File: config.mk
export PLATFORM = sky130hd
export DESIGN_NAME = mdio_paged_bridge
export DESIGN_NICKNAME = d
export VERILOG_FILES = /design/src/rtl/mdio_bridge_pkg.sv /design/src/rtl/mdio_bridge_ctrl.sv /design/src/rtl/mdio_bridge_dp.sv /design/src/rtl/mdio_paged_bridge.sv
export SDC_FILE = /design/constraint.sdc
export NUM_CORES = 1
export LEC_CHECK = 0
export BUFFER_PORTS_ARGS = -buffer_cell sky130_fd_sc_hd__buf_2
export CAP_MARGIN = 25
export CORE_MARGIN = 1.5
export CORE_UTILIZATION = 40
export CTS_CLUSTER_DIAMETER = 150
export DETAILED_ROUTE_END_ITERATION = 16
export PLACE_DENSITY = 0.65
export SLEW_MARGIN = 20
export SYNTH_ARGS = -nofsm -noshare
export SYNTH_HDL_FRONTEND = slang
export SYNTH_SLANG_ARGS = --single-unit
File: constraint.sdc
create_clock -name clk -period 2.2 [get_ports clk]
set_input_delay 0 -clock clk [delete_from_list [all_inputs] [get_ports clk]]
set_output_delay 0 -clock clk [all_outputs]
set_load 0.01 [all_outputs]
File: src/rtl/mdio_bridge_pkg.sv
package mdio_bridge_pkg;

  localparam logic [1:0] MODE_PAGE = 2'b11;
  localparam logic [1:0] MODE_REG  = 2'b10;
  localparam logic [1:0] OP_READ   = 2'b10;
  localparam logic [1:0] OP_WRITE  = 2'b01;

  typedef struct packed {
    logic shiftIn;   // sample one data bit
    logic capHdr;    // capture address fields of the header
    logic pageWr;    // commit page register
    logic regWr;     // register-mode half write complete
    logic regRd;     // register-mode read: fetch if needed
    logic loadOut;   // load read half into output shifter
    logic shiftOut;  // advance output shifter
  } bridge_strobe_t;

endpackage

File: src/rtl/mdio_bridge_ctrl.sv
module mdio_bridge_ctrl
  import mdio_bridge_pkg::*;
#(
  parameter int DATA_W = 16
) (
  input  logic           clk,
  input  logic           rstN,
  input  logic           mdc,
  input  logic           mdioIn,
  output bridge_strobe_t stb,
  output logic [7:0]     addrBits,
  output logic           mdioOe
);

  localparam int CNT_W    = $clog2(DATA_W);
  localparam int HDR_BITS = 13;  // ST low bit, OP, PHY, REG

  typedef enum logic [1:0] {ST_IDLE, ST_HDR, ST_TURN, ST_DATA} phase_t;

  phase_t                phase;
  logic                  mdcQ;
  logic                  mdcRise;
  logic                  prevBit;
  logic [CNT_W-1:0]      bitCnt;
  logic [HDR_BITS-2:0]   hdrBits;
  logic [HDR_BITS-1:0]   hdrWord;
  logic                  hdrLast;
  logic                  dataLast;
  logic                  ownRd;
  logic                  ownWr;
  logic                  isPage;
  logic                  frameRead;
  logic                  frameWrite;
  logic                  framePage;

  assign mdcRise  = mdc & ~mdcQ;
  assign hdrWord  = {hdrBits, mdioIn};
  assign addrBits = hdrWord[7:0];
  assign hdrLast  = (bitCnt == CNT_W'(HDR_BITS - 1));
  assign dataLast = (bitCnt == CNT_W'(DATA_W - 1));

  assign isPage = (hdrWord[9:8] == MODE_PAGE);
  assign ownRd  = hdrWord[12] && (hdrWord[11:10] == OP_READ) && (hdrWord[9:8] == MODE_REG);
  assign ownWr  = hdrWord[12] && (hdrWord[11:10] == OP_WRITE) &&
                  ((hdrWord[9:8] == MODE_REG) || isPage);

  always_ff @(posedge clk or negedge rstN) begin
    if (!rstN) begin
      mdcQ       <= 1'b0;
      prevBit    <= 1'b1;
      phase      <= ST_IDLE;
      bitCnt     <= '0;
      hdrBits    <= '0;
      mdioOe     <= 1'b0;
      frameRead  <= 1'b0;
      frameWrite <= 1'b0;
      framePage  <= 1'b0;
    end else begin
      mdcQ <= mdc;
      if (mdcRise) begin
        prevBit <= mdioIn;
        unique case (phase)
          ST_IDLE: begin
            if (prevBit && !mdioIn) begin
              phase  <= ST_HDR;
              bitCnt <= '0;
            end
          end
          ST_HDR: begin
            hdrBits <= hdrWord[HDR_BITS-2:0];
            bitCnt  <= bitCnt + 1'b1;
            if (hdrLast) begin
              phase      <= ST_TURN;
              bitCnt     <= '0;
              frameRead  <= ownRd;
              frameWrite <= ownWr;
              framePage  <= isPage;
            end
          end
          ST_TURN: begin
            bitCnt <= bitCnt + 1'b1;
            if (bitCnt == '0) begin
              if (frameRead) mdioOe <= 1'b1;
            end else begin
              phase  <= ST_DATA;
              bitCnt <= '0;
            end
          end
          ST_DATA: begin
            bitCnt <= bitCnt + 1'b1;
            if (dataLast) begin
              phase      <= ST_IDLE;
              bitCnt     <= '0;
              mdioOe     <= 1'b0;
              frameRead  <= 1'b0;
              frameWrite <= 1'b0;
            end
          end
        endcase
      end
    end
  end

  always_comb begin
    stb          = '0;
    stb.capHdr   = mdcRise && (phase == ST_HDR) && hdrLast;
    stb.regRd    = mdcRise && (phase == ST_TURN) && (bitCnt == '0) && frameRead;
    stb.loadOut  = mdcRise && (phase == ST_TURN) && (bitCnt != '0) && frameRead;
    stb.shiftIn  = mdcRise && (phase == ST_DATA);
    stb.shiftOut = stb.shiftIn && frameRead;
    stb.pageWr   = stb.shiftIn && dataLast && frameWrite && framePage;
    stb.regWr    = stb.shiftIn && dataLast && frameWrite && !framePage;
  end

  AST_OE_OWNED_READ: assert property (@(posedge clk) disable iff (!rstN)
    mdioOe |-> frameRead) else $error("driver on outside an owned read");

  AST_OE_AT_MDC_EDGE: assert property (@(posedge clk) disable iff (!rstN)
    !mdcRise |=> $stable(mdioOe)) else $error("driver enable moved away from MDC edge");

  AST_NO_WRITE_ON_READ: assert property (@(posedge clk) disable iff (!rstN)
    frameRead |-> !frameWrite) else $error("frame both read and write");

endmodule

File: src/rtl/mdio_bridge_dp.sv
module mdio_bridge_dp
  import mdio_bridge_pkg::*;
#(
  parameter int PAGE_W = 10,
  parameter int DATA_W = 16
) (
  input  logic                clk,
  input  logic                rstN,
  input  bridge_strobe_t      stb,
  input  logic [7:0]          addrBits,
  input  logic                mdioIn,
  input  logic                rfAck,
  input  logic [2*DATA_W-1:0] rfRdata,
  output logic                outBit,
  output logic                rfReq,
  output logic                rfWe,
  output logic [PAGE_W+8:0]   rfAddr,
  output logic [2*DATA_W-1:0] rfWdata
);

  localparam int REG_W  = 2 * DATA_W;
  localparam int ADDR_W = PAGE_W + 9;

  logic [PAGE_W-1:0] page;
  logic [2:0]        phyLow;
  logic [4:0]        regLo;
  logic [DATA_W-2:0] dataShift;
  logic [DATA_W-1:0] newWord;
  logic [ADDR_W-1:0] wordAddr;
  logic              half;
  logic [DATA_W-1:0] lowData;
  logic [ADDR_W-1:0] lowAddr;
  logic              lowValid;
  logic [REG_W-1:0]  snap;
  logic [ADDR_W-1:0] snapAddr;
  logic              snapValid;
  logic              snapHit;
  logic [DATA_W-1:0] outShift;

  assign newWord  = {dataShift, mdioIn};
  assign wordAddr = {page, phyLow, regLo[4:1], 2'b00};
  assign half     = regLo[0];
  assign snapHit  = snapValid && (snapAddr == wordAddr);
  assign outBit   = outShift[DATA_W-1];

  always_ff @(posedge clk or negedge rstN) begin
    if (!rstN) begin
      page      <= '0;
      phyLow    <= '0;
      regLo     <= '0;
      dataShift <= '0;
      lowData   <= '0;
      lowAddr   <= '0;
      lowValid  <= 1'b0;
      snap      <= '0;
      snapAddr  <= '0;
      snapValid <= 1'b0;
      outShift  <= '0;
      rfReq     <= 1'b0;
      rfWe      <= 1'b0;
      rfAddr    <= '0;
      rfWdata   <= '0;
    end else begin
      if (stb.capHdr) begin
        phyLow <= addrBits[7:5];
        regLo  <= addrBits[4:0];
      end
      if (stb.shiftIn) dataShift <= newWord[DATA_W-2:0];
      if (stb.pageWr)  page <= newWord[PAGE_W-1:0];

      if (stb.regWr) begin
        if (!half) begin
          lowData  <= newWord;
          lowAddr  <= wordAddr;
          lowValid <= 1'b1;
        end else begin
          lowValid <= 1'b0;
          if (lowValid && (lowAddr == wordAddr)) begin
            rfReq     <= 1'b1;
            rfWe      <= 1'b1;
            rfAddr    <= wordAddr;
            rfWdata   <= {newWord, lowData};
            snapValid <= 1'b0;
          end
        end
      end

      if (stb.regRd) begin
        outShift <= '0;
        if (!(half && snapHit)) begin
          rfReq     <= 1'b1;
          rfWe      <= 1'b0;
          rfAddr    <= wordAddr;
          snapValid <= 1'b0;
        end
      end

      if (rfReq && rfAck) begin
        rfReq <= 1'b0;
        if (!rfWe) begin
          snap      <= rfRdata;
          snapAddr  <= rfAddr;
          snapValid <= 1'b1;
        end
      end

      if (stb.loadOut)
        outShift <= half ? snap[REG_W-1:DATA_W] : snap[DATA_W-1:0];
      else if (stb.shiftOut)
        outShift <= {outShift[DATA_W-2:0], 1'b0};
    end
  end

  AST_PAGE_HOLD: assert property (@(posedge clk) disable iff (!rstN)
    !stb.pageWr |=> $stable(page)) else $error("page changed without page write");

  AST_REQ_HOLD: assert property (@(posedge clk) disable iff (!rstN)
    rfReq && !rfAck |=> rfReq && $stable(rfAddr) && $stable(rfWe) && $stable(rfWdata))
    else $error("request dropped or changed before acknowledge");

  AST_WRITE_FROM_HIGH: assert property (@(posedge clk) disable iff (!rstN)
    $rose(rfReq) && rfWe |-> $past(stb.regWr) && half)
    else $error("write issued without a high-half write");

  AST_READ_FROM_FRAME: assert property (@(posedge clk) disable iff (!rstN)
    $rose(rfReq) && !rfWe |-> $past(stb.regRd))
    else $error("read issued outside a register read");

endmodule

File: src/rtl/mdio_paged_bridge.sv
module mdio_paged_bridge
  import mdio_bridge_pkg::*;
#(
  parameter int PAGE_W = 10,
  parameter int DATA_W = 16
) (
  input  logic                clk,
  input  logic                rstN,
  input  logic                mdc,
  input  logic                mdioIn,
  output logic                mdioOut,
  output logic                mdioOe,
  output logic                rfReq,
  output logic                rfWe,
  output logic [PAGE_W+8:0]   rfAddr,
  output logic [2*DATA_W-1:0] rfWdata,
  input  logic [2*DATA_W-1:0] rfRdata,
  input  logic                rfAck
);

  bridge_strobe_t stb;
  logic [7:0]     addrBits;
  logic           outBit;

  mdio_bridge_ctrl #(.DATA_W(DATA_W)) i_ctrl (
    .clk      (clk),
    .rstN     (rstN),
    .mdc      (mdc),
    .mdioIn   (mdioIn),
    .stb      (stb),
    .addrBits (addrBits),
    .mdioOe   (mdioOe)
  );

  mdio_bridge_dp #(.PAGE_W(PAGE_W), .DATA_W(DATA_W)) i_dp (
    .clk      (clk),
    .rstN     (rstN),
    .stb      (stb),
    .addrBits (addrBits),
    .mdioIn   (mdioIn),
    .rfAck    (rfAck),
    .rfRdata  (rfRdata),
    .outBit   (outBit),
    .rfReq    (rfReq),
    .rfWe     (rfWe),
    .rfAddr   (rfAddr),
    .rfWdata  (rfWdata)
  );

  assign mdioOut = mdioOe & outBit;

endmodule

==> metrics.txt <==
# TYPE chip_impl_metric gauge
chip_impl_info{name="run_status",value="finished, final reports clean"} 1
chip_impl_metric{name="seq_total_area_yosys",unit=""} 0.6027
chip_impl_metric{name="layout-area-overhead-vs-synth",unit="%"} 29.29
chip_impl_metric{name="netSwitchingPower",unit="uW"} 2208
chip_impl_metric{name="drc",unit=""} 0
chip_impl_metric{name="power.static_leakage",unit="uW"} 0.005907
chip_impl_info{name="tritoncts_clock_tree",value="built"} 1
chip_impl_metric{name="final_core_util",unit=""} 0.5249
chip_impl_metric{name="worst-endpoint-arrival",unit="ns"} 2.54
chip_impl_info{name="clock-root-buffer",value="clkbuf_16"} 1
chip_impl_info{name="setup.worst_path.start_class",value="register"} 1
chip_impl_metric{name="power-per-cell-area",unit="nW/um2"} 785.7
chip_impl_metric{name="floorplan.core_area",unit="um2"} 21690
chip_impl_metric{name="report.final.setup_viol",unit=""} 0
chip_impl_metric{name="groute.layer.met3.usage",unit=""} 0.03584
chip_impl_metric{name="post_route_fraction_of_the_period_consumed_by_the_critical_path",unit=""} 0.9799
chip_impl_metric{name="floorplan.die.width",unit="um"} 151.4
chip_impl_metric{name="initial_utilization",unit=""} 0.4060
chip_impl_info{name="final_common_cell",value="dfrtp_1"} 1
chip_impl_metric{name="post_route_cells_drive_above_1_share",unit=""} 0.4797
chip_impl_metric{name="insertedDiodeCount",unit=""} 0
chip_impl_metric{name="placed_cells",unit=""} 1008
chip_impl_metric{name="number_of_unique_standard_cell_types_used_by_synthesis",unit=""} 42
chip_impl_metric{name="clock_power_share",unit=""} 0.400
chip_impl_metric{name="total_die_area",unit="um2"} 22910
chip_impl_metric{name="grt_first_pass_wirelength",unit="um"} 30140
chip_impl_metric{name="route.vias.total",unit=""} 5456
chip_impl_metric{name="clock_latency",unit="ns"} 0.50
chip_impl_metric{name="worstMarginPinSlew",unit="ns"} 0.7924
chip_impl_metric{name="cell_internal_pwr",unit="uW"} 6736
chip_impl_metric{name="route.final.wire_length",unit="um"} 19320
chip_impl_metric{name="num-fill-cells",unit=""} 1765
chip_impl_metric{name="finalClockSkew",unit="ns"} 0.01071
chip_impl_info{name="grt-busiest-layer",value="met2"} 1
chip_impl_metric{name="fmax",unit="GHz"} 0.4639
chip_impl_metric{name="post_synth_instance_area",unit="um2"} 8805
chip_impl_metric{name="finalWorstPathRequiredPeriod",unit="ns"} 2.156
chip_impl_info{name="criticalPathCategory",value="reg -> reg"} 1
chip_impl_metric{name="critPathRequiredTime",unit="ns"} 2.58
chip_impl_metric{name="route.antenna.remaining_nets",unit=""} 0
chip_impl_metric{name="seq_power_share",unit=""} 0.484
chip_impl_metric{name="maxCapViolations",unit=""} 0
chip_impl_metric{name="cts.path.max_buffers",unit=""} 3
chip_impl_metric{name="grt_antenna_before_repair",unit=""} 0
chip_impl_metric{name="route.detailed.wl_per_inst",unit="um"} 17.67
chip_impl_metric{name="die_h",unit="um"} 151.4
chip_impl_metric{name="dp_slack",unit="ns"} -0.1333
chip_impl_metric{name="number_of_synthesized_flops_with_an_enable_pin",unit=""} 0
chip_impl_metric{name="global_route.usage.total",unit=""} 0.1673
chip_impl_metric{name="cts-buffers-inserted",unit=""} 23
chip_impl_metric{name="postSynthRegisterBits",unit=""} 212
chip_impl_metric{name="power_frac_comb",unit=""} 0.115
chip_impl_metric{name="globalRouteMet1Util",unit=""} 0.2189
chip_impl_metric{name="grt_pass1_vias",unit=""} 5878
chip_impl_metric{name="timing.max_slew.rel_slack",unit=""} 0.4718
chip_impl_metric{name="dp.final_hpwl",unit="um"} 12560
chip_impl_metric{name="finalMaxSlewViolations",unit=""} 0
chip_impl_metric{name="design.portCount",unit=""} 92
chip_impl_metric{name="fin_setup_tns",unit="ns"} 0
chip_impl_metric{name="htreeDepth",unit=""} 1
chip_impl_metric{name="cts.reportedPaths.clkPinSlew",unit="ns"} 0.06
chip_impl_metric{name="synth.net_count",unit=""} 661
chip_impl_metric{name="postLayoutSetupSlackWorst",unit="ns"} 0.04415
chip_impl_info{name="dominantRegCellSynth",value="dfrtp_1"} 1
chip_impl_metric{name="share_of_total_power_consumed_by_net_switching",unit=""} 0.2469
chip_impl_info{name="worst_hold_path_type",value="in -> async"} 1
chip_impl_metric{name="worst-path-max-fanout",unit=""} 6
chip_impl_metric{name="instances_no_fill",unit=""} 1093
chip_impl_metric{name="met2_track_demand_over_resource_in_global_routing",unit=""} 0.2798
chip_impl_metric{name="synth-warning-count",unit=""} 0
chip_impl_metric{name="synth_area_per_cell",unit="um2"} 14.27
chip_impl_metric{name="globalplace.congestion",unit=""} 0.7555
chip_impl_metric{name="gr-total-overflow",unit=""} 0
chip_impl_metric{name="portBuffers",unit=""} 91
chip_impl_info{name="rsz0062_at_grt",value="yes"} 1
chip_impl_metric{name="initialDrtViolationCount",unit=""} 203
chip_impl_info{name="layout.cells.most_common_list",value="dfrtp_1, mux2_2, buf_2"} 1
chip_impl_metric{name="via_per_inst",unit=""} 4.992
chip_impl_metric{name="clock-sinks",unit=""} 212
chip_impl_metric{name="number_of_nets_in_the_finished_design",unit=""} 844
chip_impl_metric{name="irDropWorstVdd",unit="mV"} 0.5318
chip_impl_metric{name="syn-instance-count",unit=""} 617
chip_impl_metric{name="first_pass_iters",unit=""} 4
chip_impl_metric{name="placement_rows",unit=""} 54
chip_impl_metric{name="grt_start_max_net_pins",unit=""} 81
chip_impl_metric{name="final-hold-violation-count",unit=""} 0
chip_impl_metric{name="postSynth.asyncResetShare",unit=""} 1.000
chip_impl_info{name="worst_setup_path_end_kind",value="register"} 1
per-stage QoR:
| stage | cell area [um2] | hold slack (ns) | power (uW) |
|---|---|---|---|
| after floorplan | 8805 | -0.2956 | 4839 |
| after global placement | 9945 | 0.08559 | 5240 |
| after detailed placement | 9945 | 0.09799 | 5302 |
| after CTS | 11070 | 0.1319 | 9015 |
| after global routing | 11380 | 0.1691 | 9310 |
| final | 11380 | 0.09462 | 8944 |
flip-flops by register name, summed over array words and instances, names as in the netlist, 2 cells and up:
signal / count
i_ctrl.bitCnt: 4
i_dp.phyLow: 3
i_dp.lowData: 16
i_dp.rfAddr: 19
i_ctrl.phase: 2
i_ctrl.hdrBits: 12
i_dp.regLo: 5
i_dp.snapAddr: 19
i_dp.page: 10
i_dp.rfWdata: 32
i_dp.dataShift: 15
i_dp.lowAddr: 17
i_dp.snap: 32
i_dp.outShift: 16
cell usage after synthesis (2+ instances only):
library cell | n | area, um2
o21ai_0 | 10 | 50.05
nor2b_1 | 3 | 18.77
nand3_1 | 10 | 50.05
a21oi_1 | 3 | 15.01
ha_1 | 7 | 87.58
dfrtp_1 | 211 | 5280
xnor2_1 | 21 | 183.9
inv_1 | 10 | 37.54
and2_1 | 4 | 25.02
nand2_1 | 12 | 45.04
a221oi_1 | 16 | 140.1
clkbuf_1 | 14 | 52.55
nor4_1 | 3 | 18.77
o31ai_1 | 2 | 15.01
buf_1 | 2 | 7.510
a21o_1 | 3 | 22.52
xor2_1 | 13 | 113.9
buf_2 | 10 | 50.05
nand3b_1 | 2 | 15.01
nor2_1 | 37 | 138.9
mux2_2 | 157 | 1768
nand4_1 | 5 | 31.28
a211oi_1 | 2 | 15.01
mux2_1 | 38 | 427.9
nor3_1 | 5 | 25.02
worst max-delay path: stages, from the launching register on:
cell and delay (ns):
dfrtp_1 0.39, ha_4 0.16, nand3b_2 0.13, nor4_4 0.25
inv_2 0.10, nor4_4 0.33, buf_6 0.21, clkbuf_16 0.17
mux2_4 0.30
layer usage:
layer  up-vias  share of wire  wire (um)
met1      2780           0.45       8685
met2        94           0.48       9328
li1       2550              -          -
met5         -              0          0
met4         0          0.020        390
met3        32          0.047        913
final timing paths:
path,end,from,slack (ns),depth (start not counted)
max,i_dp.rfWdata[1],i_ctrl.phase[0],0.04,8
min,i_dp.page[7],rstN,0.09,2
max reg2reg,i_dp.rfWdata[1],i_ctrl.phase[0],0.04,8
min reg2reg,i_dp.rfReq,i_dp.rfReq,0.50,1
max in group asynchronous,i_ctrl.prevBit,rstN,1.31,3
min in group clk,i_ctrl.mdcQ,mdc,0.20,2
cells by family after synthesis:
group,share of synthesized area
DFF,0.6027
muxes,0.2505
and+or+nand+nor,0.05372
AOI/OAI and AO/OA,0.03211
buffers and inverters,0.01720
xor gates and xnor gates,0.03382
adders and majority gates,0.009947
final cells by class:
type	count	area, um2	area share
flip-flops and latches	212	5308	0.4663
multi-input cells	368	3600	0.3162
repair buffers	184	1383	0.1215
clock buffers	33	673.1	0.05913
well taps	280	350.3	0.03078
inverters	11	41.29	0.003627
clock inverters	5	28.78	0.002528
what timing repair did:
action,in CTS,in global routing
pin swaps,4,3
endpoints found under the hold margin,116,0
setup endpoints to repair,52,56
gates cloned,0,2
hold buffers,36,0
resized for setup,8,49
setup buffers,3,6
power groups by stage:
stage / Clock, uW / Combinational [uW] / Sequential [uW]
3_3_place_gp: 0 / 858 / 4380
3_5_place_dp: 0 / 903 / 4400
6_report: 3580 / 1030 / 4330
4_1_cts: 3670 / 1020 / 4330
2_1_floorplan: 0 / 539 / 4300
5_1_grt: 3810 / 1130 / 4370
(Power assumes the default switching activity.)
